==> config.mk <==
export PLATFORM = sky130hd
export DESIGN_NAME = xlat_buf
export DESIGN_NICKNAME = d
export VERILOG_FILES = /design/src/rtl/xlat_pkg.sv /design/src/rtl/xlat_cam_cell.sv /design/src/rtl/xlat_victim.sv /design/src/rtl/xlat_perm.sv /design/src/rtl/xlat_buf.sv
export SDC_FILE = /design/constraint.sdc
export NUM_CORES = 2
export LEC_CHECK = 0
export BUFFER_PORTS_ARGS = -buffer_cell sky130_fd_sc_hd__buf_2
export CAP_MARGIN = 20
export CORE_MARGIN = 2
export CORE_UTILIZATION = 60
export DETAILED_ROUTE_END_ITERATION = 10
export PLACE_DENSITY = 0.83
export SYNTH_ARGS = -nofsm -noshare
export SYNTH_HDL_FRONTEND = slang
export SYNTH_HIERARCHICAL = 1
export SYNTH_SLANG_ARGS = --single-unit
==> constraint.sdc <==
create_clock -name clk_i -period 24.5 [get_ports clk_i]
set_clock_uncertainty 0.05 [all_clocks]
set_input_delay 4.9 -clock clk_i [delete_from_list [all_inputs] [get_ports clk_i]]
set_output_delay 4.9 -clock clk_i [all_outputs]
set_load 0.005 [all_outputs]
==> src/rtl/xlat_pkg.sv <==
package xlat_pkg;
  localparam int EA_W   = 32;
  localparam int PG_LSB = 12;
  localparam int VPN_W  = EA_W - PG_LSB;
  localparam int ASID_W = 4;
  localparam int GRP_W  = 4;
  localparam int NGRP   = 1 << GRP_W;

  typedef enum logic [2:0] {
    CMD_NOP, CMD_LOAD, CMD_LOAD_AT, CMD_INV_ONE,
    CMD_INV_ALL, CMD_SYNC, CMD_SET_GRP, CMD_SET_CFG
  } cmd_e;

  typedef enum logic [1:0] {GRP_PAGE, GRP_DENY, GRP_FULL, GRP_RO} grp_e;

  typedef struct packed {
    logic              valid;
    logic [VPN_W-1:0]  vpn;
    logic [VPN_W-1:0]  ppn;
    logic [ASID_W-1:0] asid;
    logic [1:0]        size;
    logic [1:0]        priv;   // [0] user, [1] supervisor
    logic [GRP_W-1:0]  grp;
    logic [1:0]        pp;
    logic              wt;
    logic              ci;
  } entry_t;

  // page-number bits that take part in the compare
  function automatic logic [VPN_W-1:0] size_mask(logic [1:0] sz);
    logic [VPN_W-1:0] m;
    m = '1;
    unique case (sz)
      2'd0: m = m;
      2'd1: m = m << 2;
      2'd2: m = m << 7;
      default: m = m << 11;
    endcase
    return m;
  endfunction
endpackage

==> src/rtl/xlat_cam_cell.sv <==
module xlat_cam_cell
  import xlat_pkg::*;
(
  input  entry_t            ent_i,
  input  logic [VPN_W-1:0]  lk_vpn_i,
  input  logic [ASID_W-1:0] lk_asid_i,
  input  logic              lk_super_i,
  input  logic [VPN_W-1:0]  inv_vpn_i,
  input  logic [ASID_W-1:0] inv_asid_i,
  output logic              lk_hit_o,
  output logic              inv_hit_o
);
  logic [VPN_W-1:0] mask;
  logic             priv_ok;

  assign mask      = size_mask(ent_i.size);
  assign priv_ok   = lk_super_i ? ent_i.priv[1] : ent_i.priv[0];
  assign lk_hit_o  = ent_i.valid && (ent_i.asid == lk_asid_i) && priv_ok &&
                     (((ent_i.vpn ^ lk_vpn_i) & mask) == '0);
  assign inv_hit_o = ent_i.valid && (ent_i.asid == inv_asid_i) &&
                     (((ent_i.vpn ^ inv_vpn_i) & mask) == '0);
endmodule

==> src/rtl/xlat_victim.sv <==
module xlat_victim #(
  parameter int N_ENTRIES = 32,
  parameter int IDX_W     = 5,
  parameter int LCNT_W    = 3
) (
  input  logic              clk_i,
  input  logic              rst_ni,
  input  logic              adv_i,
  input  logic [LCNT_W-1:0] lock_cnt_i,
  output logic [IDX_W-1:0]  victim_o
);
  logic [IDX_W-1:0] ptr_q;

  assign victim_o = (int'(ptr_q) < int'(lock_cnt_i)) ? IDX_W'(lock_cnt_i) : ptr_q;

  always_ff @(posedge clk_i or negedge rst_ni) begin
    if (!rst_ni) ptr_q <= '0;
    else if (adv_i)
      ptr_q <= (int'(victim_o) == N_ENTRIES - 1) ? IDX_W'(lock_cnt_i)
                                                 : victim_o + IDX_W'(1);
  end
endmodule

==> src/rtl/xlat_perm.sv <==
module xlat_perm
  import xlat_pkg::*;
(
  input  grp_e       grp_mode_i,
  input  logic [1:0] pp_i,
  input  logic       write_i,
  output logic       fault_o
);
  always_comb begin
    unique case (grp_mode_i)
      GRP_DENY: fault_o = 1'b1;
      GRP_FULL: fault_o = 1'b0;
      GRP_RO:   fault_o = write_i;
      default:  fault_o = (pp_i == 2'd0) || (write_i && pp_i == 2'd1);
    endcase
  end
endmodule

==> src/rtl/xlat_buf.sv <==
module xlat_buf
  import xlat_pkg::*;
#(
  parameter int N_ENTRIES = 32,
  parameter int LOCK_MAX  = 4,
  localparam int IDX_W    = $clog2(N_ENTRIES),
  localparam int LCNT_W   = $clog2(LOCK_MAX + 1)
) (
  input  logic              clk_i,
  input  logic              rst_ni,
  input  logic              lk_req_i,
  input  logic              xlat_en_i,
  input  logic [EA_W-1:0]   lk_ea_i,
  input  logic [ASID_W-1:0] lk_asid_i,
  input  logic              lk_super_i,
  input  logic              lk_write_i,
  output logic              lk_hit_o,
  output logic              lk_miss_o,
  output logic              lk_fault_o,
  output logic [EA_W-1:0]   lk_pa_o,
  output logic              lk_wt_o,
  output logic              lk_ci_o,
  input  logic [2:0]        cmd_i,
  input  logic [IDX_W-1:0]  cmd_idx_i,
  input  logic [VPN_W-1:0]  cmd_vpn_i,
  input  logic [VPN_W-1:0]  cmd_ppn_i,
  input  logic [ASID_W-1:0] cmd_asid_i,
  input  logic [1:0]        cmd_size_i,
  input  logic [1:0]        cmd_priv_i,
  input  logic [GRP_W-1:0]  cmd_grp_i,
  input  logic [1:0]        cmd_perm_i,
  input  logic              cmd_wt_i,
  input  logic              cmd_ci_i
);
  entry_t              ent_q [N_ENTRIES];
  grp_e                grp_q [NGRP];
  logic                dflt_wt_q, dflt_ci_q;
  logic [LCNT_W-1:0]   lock_cnt_q;
  logic [N_ENTRIES-1:0] lk_hit, inv_hit;
  logic [IDX_W-1:0]    victim, sel_idx;
  logic                any_hit, pg_fault;
  entry_t              sel, new_ent;
  logic [VPN_W-1:0]    sel_mask;
  cmd_e                cmd;

  assign cmd = cmd_e'(cmd_i);

  for (genvar g = 0; g < N_ENTRIES; g++) begin : g_cell
    xlat_cam_cell u_cell (
      .ent_i      (ent_q[g]),
      .lk_vpn_i   (lk_ea_i[EA_W-1:PG_LSB]),
      .lk_asid_i  (lk_asid_i),
      .lk_super_i (lk_super_i),
      .inv_vpn_i  (cmd_vpn_i),
      .inv_asid_i (cmd_asid_i),
      .lk_hit_o   (lk_hit[g]),
      .inv_hit_o  (inv_hit[g])
    );
  end

  // lowest index wins
  always_comb begin
    any_hit = 1'b0;
    sel_idx = '0;
    for (int i = N_ENTRIES - 1; i >= 0; i--) begin
      if (lk_hit[i]) begin
        any_hit = 1'b1;
        sel_idx = IDX_W'(i);
      end
    end
  end

  assign sel      = ent_q[sel_idx];
  assign sel_mask = size_mask(sel.size);

  xlat_perm u_perm (
    .grp_mode_i (grp_q[sel.grp]),
    .pp_i       (sel.pp),
    .write_i    (lk_write_i),
    .fault_o    (pg_fault)
  );

  xlat_victim #(.N_ENTRIES(N_ENTRIES), .IDX_W(IDX_W), .LCNT_W(LCNT_W)) u_victim (
    .clk_i      (clk_i),
    .rst_ni     (rst_ni),
    .adv_i      (cmd == CMD_LOAD),
    .lock_cnt_i (lock_cnt_q),
    .victim_o   (victim)
  );

  assign lk_hit_o   = lk_req_i && xlat_en_i && any_hit;
  assign lk_miss_o  = lk_req_i && xlat_en_i && !any_hit;
  assign lk_fault_o = lk_hit_o && pg_fault;
  assign lk_pa_o    = xlat_en_i ? {(sel.ppn & sel_mask) | (lk_ea_i[EA_W-1:PG_LSB] & ~sel_mask),
                                   lk_ea_i[PG_LSB-1:0]}
                                : lk_ea_i;
  assign lk_wt_o    = xlat_en_i ? sel.wt : dflt_wt_q;
  assign lk_ci_o    = xlat_en_i ? sel.ci : dflt_ci_q;

  assign new_ent = '{valid: 1'b1, vpn: cmd_vpn_i, ppn: cmd_ppn_i, asid: cmd_asid_i,
                     size: cmd_size_i, priv: cmd_priv_i, grp: cmd_grp_i,
                     pp: cmd_perm_i, wt: cmd_wt_i, ci: cmd_ci_i};

  always_ff @(posedge clk_i or negedge rst_ni) begin
    if (!rst_ni) begin
      for (int i = 0; i < N_ENTRIES; i++) ent_q[i] <= '0;
      for (int i = 0; i < NGRP; i++) grp_q[i] <= GRP_PAGE;
      dflt_wt_q  <= 1'b0;
      dflt_ci_q  <= 1'b0;
      lock_cnt_q <= '0;
    end else begin
      unique case (cmd)
        CMD_LOAD:    ent_q[victim]    <= new_ent;
        CMD_LOAD_AT: ent_q[cmd_idx_i] <= new_ent;
        CMD_INV_ONE: for (int i = 0; i < N_ENTRIES; i++)
                       if (inv_hit[i]) ent_q[i].valid <= 1'b0;
        CMD_INV_ALL: for (int i = 0; i < N_ENTRIES; i++) ent_q[i].valid <= 1'b0;
        CMD_SET_GRP: grp_q[cmd_grp_i] <= grp_e'(cmd_perm_i);
        CMD_SET_CFG: begin
          dflt_wt_q  <= cmd_wt_i;
          dflt_ci_q  <= cmd_ci_i;
          lock_cnt_q <= (int'(cmd_idx_i) > LOCK_MAX) ? LCNT_W'(LOCK_MAX) : LCNT_W'(cmd_idx_i);
        end
        default: ;
      endcase
    end
  end
endmodule


# Word level (Yosys, flattened, before mapping)
# Cells that the tools add are included.
[totals] out_inout_bits=37 word_cells=1210 reg_bits=1866
[classes] bitwise=137 reduce_logical=302 mux=247 addsub=1 n_lt_le_gt_ge=10 n_eq_ne=173
[ops] op="1824-bit bitwise mux" count=2
[ops] op="56-bit one-hot mux with 2 select lines" count=32
[ops] op="20-bit AND" count=66
[ops] op="20-bit zero test" count=64
[ops] op="20-bit bitwise XOR" count=64
[ops] op="11-bit one-hot mux with 3 select lines" count=33
[ops] op="57-bit demux with 5-bit select" count=2
[ops] op="57-bit binary-select mux with 5-bit select" count=1
[ops] op="4-bit equality test" count=64
[ops] op="5-bit 2-to-1 mux" count=34
[ops] op="1-bit logical AND" count=168
[ops] op="1-bit one-hot mux with 4 select lines" count=32
[ops] op="57-bit 2-to-1 mux" count=2
[ops] op="1-bit 2-to-1 mux" count=98
[ops] op="36-bit 2-to-1 mux" count=2
[ops] op="2-bit by 1-bit equality test with 1-bit output (second input constant)" count=35
[ops] op="2-bit equality test (second input constant)" count=35
[ops] op="2-bit zero test" count=34
[ops] op="2-bit by 1-bit inequality test with 1-bit output (second input constant)" count=32
[ops] op="2-bit AND reduction" count=32
[ops] op="32-bit bitwise mux" count=1
[ops] op="32-bit 2-to-1 mux" count=1
[ops] op="20-bit NOT" count=1
[ops] op="20-bit bitwise OR" count=1
[ops] op="22 further kinds" count=34

# Logic depth before layout (Yosys ltp)
[logic_depth] word_depth=48 depth_mapped=22 ltp_nobuf=19

# Cells and area by module
# Netlist, hierarchy kept.
[modules_own_cells] mod="xlat_buf" area_each_um2=80454.7 cells_each=6468 seq_area_each_um2=46569.7 instances=1
[modules_own_cells] mod="xlat_cam_cell" area_each_um2=570.5 cells_each=72 seq_area_each_um2=0.0 instances=32
[modules_own_cells] mod="xlat_victim" area_each_um2=440.4 cells_each=57 seq_area_each_um2=125.1 instances=1
[modules_own_cells] mod="xlat_perm" area_each_um2=22.5 cells_each=4 seq_area_each_um2=0.0 instances=1

# Worst setup path after synthesis
# Ideal clock, no wire load.
[synth_path] path_kind="input -> output" start="input port lk_ea_i[21]" end="output port lk_fault_o" stages=20 n_path_buf=1 slack_ns=10.040 arrival_ns=9.510 path_cell_list="xor2_1 > o41ai_2 > nand4_1 > nor4_1 > nor4_2 > a211oi_4 > o21a_4 > nor2_4 > mux2_4 > a2111o_1 > o21a_1 > buf_6 > nor3_4 > mux2_2 > o211a_1 > or4_1 > inv_1 > a21oi_1 > o22a_2 > and2_1"
[synth_rtl] element="start, declared" line="xlat_buf.sv:13" rtl="input logic [EA_W-1:0] lk_ea_i,"
[synth_rtl] element="20-bit bitwise XOR (*)" line="xlat_cam_cell.sv:19" rtl="(((ent_i.vpn ^ lk_vpn_i) & mask) == '0);"
[synth_rtl] element="20-bit AND (*)" line="xlat_cam_cell.sv:19"
[synth_rtl] element="20-bit zero test (*)" line="xlat_cam_cell.sv:19"
[synth_rtl] element="1-bit logical AND (*)" line="xlat_cam_cell.sv:18" rtl="assign lk_hit_o = ent_i.valid && (ent_i.asid == lk_asid_i) && priv_ok &&"
[synth_rtl] element="named net lk_hit[27]" line="xlat_buf.sv:39" rtl="logic [N_ENTRIES-1:0] lk_hit, inv_hit;"
[synth_rtl] element="5-bit 2-to-1 mux (*) (28 in a row)" line="xlat_buf.sv:66" rtl="if (lk_hit[i]) begin"
[synth_rtl] element="5-bit NOT with 6-bit output (not written as such) (*)" line="xlat_buf.sv:73" rtl="assign sel = ent_q[sel_idx];"
[synth_rtl] element="57-bit binary-select mux with 5-bit select (*)" line="xlat_buf.sv:73"
[synth_rtl] element="36-bit 2-to-1 mux (not written as such) (*) (2 in a row)" line="xlat_buf.sv:73"
[synth_rtl] element="4-bit NOT with 5-bit output (not written as such)" line="xlat_buf.sv:77" rtl=".grp_mode_i (grp_q[sel.grp]),"
[synth_rtl] element="2-bit binary-select mux with 4-bit select" line="xlat_buf.sv:77"
[synth_rtl] element="2-bit 2-to-1 mux (not written as such) (2 in a row)" line="xlat_buf.sv:77"
[synth_rtl] element="2-bit equality test or 2-bit by 1-bit equality test with 1-bit output (tied branches)" line="xlat_perm.sv:10" rtl="unique case (grp_mode_i)"
[synth_rtl] element="1-bit one-hot mux with 3 select lines (*)" line="xlat_perm.sv:10"
[synth_rtl] element="named net pg_fault" line="xlat_buf.sv:41" rtl="logic any_hit, pg_fault;"
[synth_rtl] element="1-bit logical AND (*)" line="xlat_buf.sv:93" rtl="assign lk_fault_o = lk_hit_o && pg_fault;"
[synth_rtl] element="end, declared" line="xlat_buf.sv:19" rtl="output logic lk_fault_o,"
# Mark *: on every way through the listed nets, which the timed path passes. The rest lies on a longest branch. The select of a mux whose other input is x is not followed.

# Worst setup path after layout
[layout_path] start="input port lk_ea_i[21]" end="output port lk_fault_o"
[layout_rtl] element="20-bit bitwise XOR (*)" line="xlat_cam_cell.sv:19"
[layout_rtl] element="20-bit AND (*)" line="xlat_cam_cell.sv:19"
[layout_rtl] element="20-bit zero test (*)" line="xlat_cam_cell.sv:19"
[layout_rtl] element="1-bit logical AND (*)" line="xlat_cam_cell.sv:18"
[layout_rtl] element="named net lk_hit[30]" line="xlat_buf.sv:39"
[layout_rtl] element="5-bit 2-to-1 mux (*) (31 in a row)" line="xlat_buf.sv:66"
[layout_rtl] element="5-bit NOT with 6-bit output (not written as such) (*)" line="xlat_buf.sv:73"
[layout_rtl] element="57-bit binary-select mux with 5-bit select (*)" line="xlat_buf.sv:73"
[layout_rtl] element="36-bit 2-to-1 mux (not written as such) (*) (2 in a row)" line="xlat_buf.sv:73"
[layout_rtl] element="4-bit NOT with 5-bit output (not written as such)" line="xlat_buf.sv:77"
[layout_rtl] element="2-bit binary-select mux with 4-bit select" line="xlat_buf.sv:77"
[layout_rtl] element="2-bit 2-to-1 mux (not written as such) (2 in a row)" line="xlat_buf.sv:77"
[layout_rtl] element="2-bit equality test or 2-bit by 1-bit equality test with 1-bit output (tied branches)" line="xlat_perm.sv:10"
[layout_rtl] element="1-bit one-hot mux with 3 select lines (*)" line="xlat_perm.sv:10"
[layout_rtl] element="named net pg_fault" line="xlat_buf.sv:41"
[layout_rtl] element="1-bit logical AND (*)" line="xlat_buf.sv:93"
# Marks and branches as above.

==> impl_metrics.json <==
{
  "syn-num-nets": 8942,
  "crit_top_cell": "buf_4",
  "crit_slowest_cell": "buf_4",
  "irDropWorstVdd_uv": 72.9,
  "io_pins": 143,
  "final_cell_mix": "1866 x dfrtp_1, 1859 x mux2_2, 1314 x xor2_1",
  "synth_edf_count": 0,
  "synth_area_mm2": 0.0992,
  "fin_crit_ns": 18.66,
  "maxCapViolCount": 0,
  "viasPerCell": 6.69,
  "cp_cell_sequence": "buf_2 -> buf_4 -> xor2_1 -> o41ai_2 -> nand4_1 -> nor4_2 -> nor2_1 -> o31a_2 -> o2111ai_1 -> a41o_4 -> buf_4 -> buf_4 -> and3_1 -> o21ai_0 -> a31oi_4 -> o21ai_0 -> o211a_1 -> or4_1 -> inv_1 -> a21oi_1 -> o22a_2 -> and2_1 -> buf_2",
  "path_clk_slew_ns": 0.06,
  "switching_share_pct": 31.1,
  "cts_sinks": 1866,
  "cts_tree": "built",
  "synth-simple-area-share_pct": 11.1,
  "layout_commonest_cell": "dfrtp_1",
  "synthToLayoutAreaGrowth_pct": 9.44,
  "clk_path_buf_depth": 3,
  "worst_slew_pin_slew_ns": 1.26,
  "synthMuxAreaShare_pct": 21.6,
  "synth_area_per_cell_um2": 11.2,
  "hold_violations": 0,
  "cts_max_level": 4,
  "die_w_um": 411,
  "ant_nets": 0,
  "remaining_drc_errors": 0,
  "num-fill-cells": 11719,
  "ys_seq_area_share_pct": 47.1,
  "cp.arrival_ns": 13.71,
  "cp_max_fo": 90,
  "hold_class": "register to register",
  "hpwlAfterDp_mm": 188,
  "grt_max_degree": 163,
  "slowest_delay_ns": 0.95,
  "p_leak_uw": 0.0510,
  "critPathBufInv": 6,
  "ys.warnings.count": 6,
  "power.density_mw_per_mm2": 91.7,
  "synth_async_sr_flop_share_pct": 100,
  "r2r_slack_ns": 18.88,
  "p_seq_share_pct": 46.7,
  "final_cells": 11068,
  "wl_mm": 320,
  "synth_compound_area_share_pct": 4.03,
  "postPlaceCellArea_mm2": 0.102,
  "grt_usage_pct": 37.6,
  "cts_setup_buffers": 0,
  "ys.flop_type": "dfrtp_1",
  "internal_power_uw": 6860,
  "gr-usage-met2_pct": 56.8,
  "fin_area_mm2": 0.109,
  "top_usage_layer": "met2",
  "setup-tns-final_ns": 0,
  "rows": 149,
  "place_congestion": 0.992,
  "relSlewSlack_pct": 16.1,
  "hold_buffers": 0,
  "synthCells": 8833,
  "fp.coreArea_mm2": 0.165,
  "clock.fmax_mhz": 53.6,
  "required_ns": 19.55,
  "status": "finished, final reports clean",
  "path_delay_family": "buffers and inverters",
  "cp-start-kind": "input pin",
  "initial_core_util_pct": 60.2,
  "finalSetupViolCount": 0,
  "grt_overflow_total": 0,
  "drv_slew": 0,
  "initialDrtViolationCount": 8977,
  "clock_insertion_delay_worst_skew_ns": 0.86,
  "port_buffers": 118,
  "vias": 74019,
  "grt_setup_unrepaired": "false",
  "path_class": "input pin to output port",
  "clock_power_share_pct": 30.3,
  "gr-usage-met3_pct": 10.2,
  "synth_top_family_by_area": "multiplexers",
  "grt_use_met1_pct": 47.4,
  "nets": 8829,
  "switchingPower_uw": 3100,
  "grt_pass1_vias": 74628,
  "period_share_pct": 76.2,
  "cts_buffers": 187,
  "wl_per_cell_um": 29.0,
  "synth-xor-area-share_pct": 13.6,
  "drive_gt1_share_pct": 29.1,
  "yosys.cell_types.count": 82,
  "root_buffer": "clkbuf_16",
  "die_area_mm2": 0.169,
  "synth_seq_cells": 1866,
  "synth_adder_area_share_pct": 0.0378,
  "end_kind": "output port",
  "drtPass1Iterations": 6,
  "antenna_found_initial": 13,
  "dp_cells": 10714,
  "chipHeight_um": 411,
  "combPwrFrac_pct": 23.0,
  "cts.repair.resized": 0,
  "grt_pass1_wl_mm": 476
}
-- power groups by stage --
stage	Clock [µW]	Combinational (µW)	Sequential [µW]
2_1_floorplan	0	1680	4460
3_3_place_gp	0	2120	4610
3_5_place_dp	0	2220	4670
4_1_cts	3020	2260	4630
5_1_grt	3160	2460	4750
6_report	3020	2290	4650
-- logic make-up (layout without fill, tap and decap cells) --
| group | after synthesis | after routing |
|---|---|---|
| AOI/OAI and AO/OA | 530 | 530 |
| xor gates and xnor gates | 1540 | 1540 |
| adders and majority gates | 3 | 3 |
| other | 0 | 2 |
| DFF | 1866 | 1866 |
| muxes | 1907 | 1907 |
| and+or+nand+nor | 2348 | 2348 |
| buffers and inverters | 639 | 683 |
-- cell type report --
| type | instances | area [µm²] | area share, % |
|---|---|---|---|
| Antenna cell | 2 | 5.00 | 0.00461 |
| Clock buffer | 292 | 5700 | 5.25 |
| Clock inverter | 54 | 766 | 0.706 |
| Inverter | 29 | 109 | 0.100 |
| Multi-Input combinational cell | 6328 | 50300 | 46.4 |
| Sequential cell | 1866 | 46700 | 43.0 |
| Tap cell | 2189 | 2740 | 2.52 |
| Timing Repair Buffer | 308 | 2190 | 2.02 |
-- cell usage after synthesis (all sizes together), types with 3 or more instances --
master,n,area (µm²)
mux2,1866,21000
a22o,16,140
a311oi,49,429
nand2,1025,3850
o22ai,4,25.0
a21o,4,30.0
a221oi,4,35.0
clkbuf,508,1910
xnor2,226,1980
nor3b,8,65.1
a211oi,11,95.1
xor2,1314,11500
and3b,5,43.8
nor2b,6,37.5
ha,3,37.5
mux2i,39,390
o211ai,33,253
a31oi,100,641
a31o,4,35.0
o21a,5,45.0
a41oi,4,42.6
buf,102,514
nand4,78,488
o41ai,65,810
and2,3,18.8
o2111ai,11,96.3
or4,6,56.3
a22oi,14,105
dfrtp,1866,46700
nand2b,26,163
nand3,636,3180
o211a,13,130
a32oi,8,70.1
o21ai,107,543
nor4,210,1320
and3,60,380
inv,29,109
a21oi,58,294
nor3,177,912
nor2,99,379
or3,4,25.0
-- sequential cells by signal (all words and copies together), names as in the netlist --
name / flops
u_victim/ptr_q: 5
grp_q: 32
dflt_ci_q: 1
lock_cnt_q: 3
ent_q: 1824
dflt_wt_q: 1
-- path summary, 6_finish.rpt --
check / start / depth (start not counted) / endpoint
max: lk_ea_i[21] / 23 / lk_fault_o
min: ent_q[1718] / 1 / ent_q[1718]
max reg2reg: lock_cnt_q[1] / 12 / ent_q[1612]
min reg2reg: ent_q[1718] / 1 / ent_q[1718]
max in group asynchronous: rst_ni / 7 / ent_q[131]
min in group asynchronous: rst_ni / 1 / ent_q[393]
-- per-layer routing --
layer | up-vias | share of wire (%)
met3 | 1424 | 11
met5 | - | 0.053
met4 | 18 | 8.0
li1 | 30656 | -
met1 | 37546 | 37
met2 | 4375 | 44
-- worst register-to-register path, stage by stage (launching register included) --
cell and delay [ns]:
dfrtp_1 0.45, inv_1 0.12, ha_1 0.30, o21ai_0 0.07
o21ai_1 0.68, o21ai_1 0.46, nor3_1 0.67, a41oi_1 0.22
nor3_1 0.22, nor2_1 0.11, a21oi_4 0.81, buf_4 0.83
mux2_2 0.50
-- per-stage QoR --
step	util, %	setup WS [ns]	hold WS [ns]	power (µW)
6_report	65.9	5.84	0.451	9960
5_1_grt	65.9	5.65	0.459	10400
4_1_cts	65.8	6.13	0.453	9910
3_5_place_dp	61.9	6.20	0.439	6900
3_3_place_gp	61.9	6.05	0.432	6720
2_1_floorplan	-	10.04	0.422	6140
Note: power is estimated with default switching activity, not from simulation.
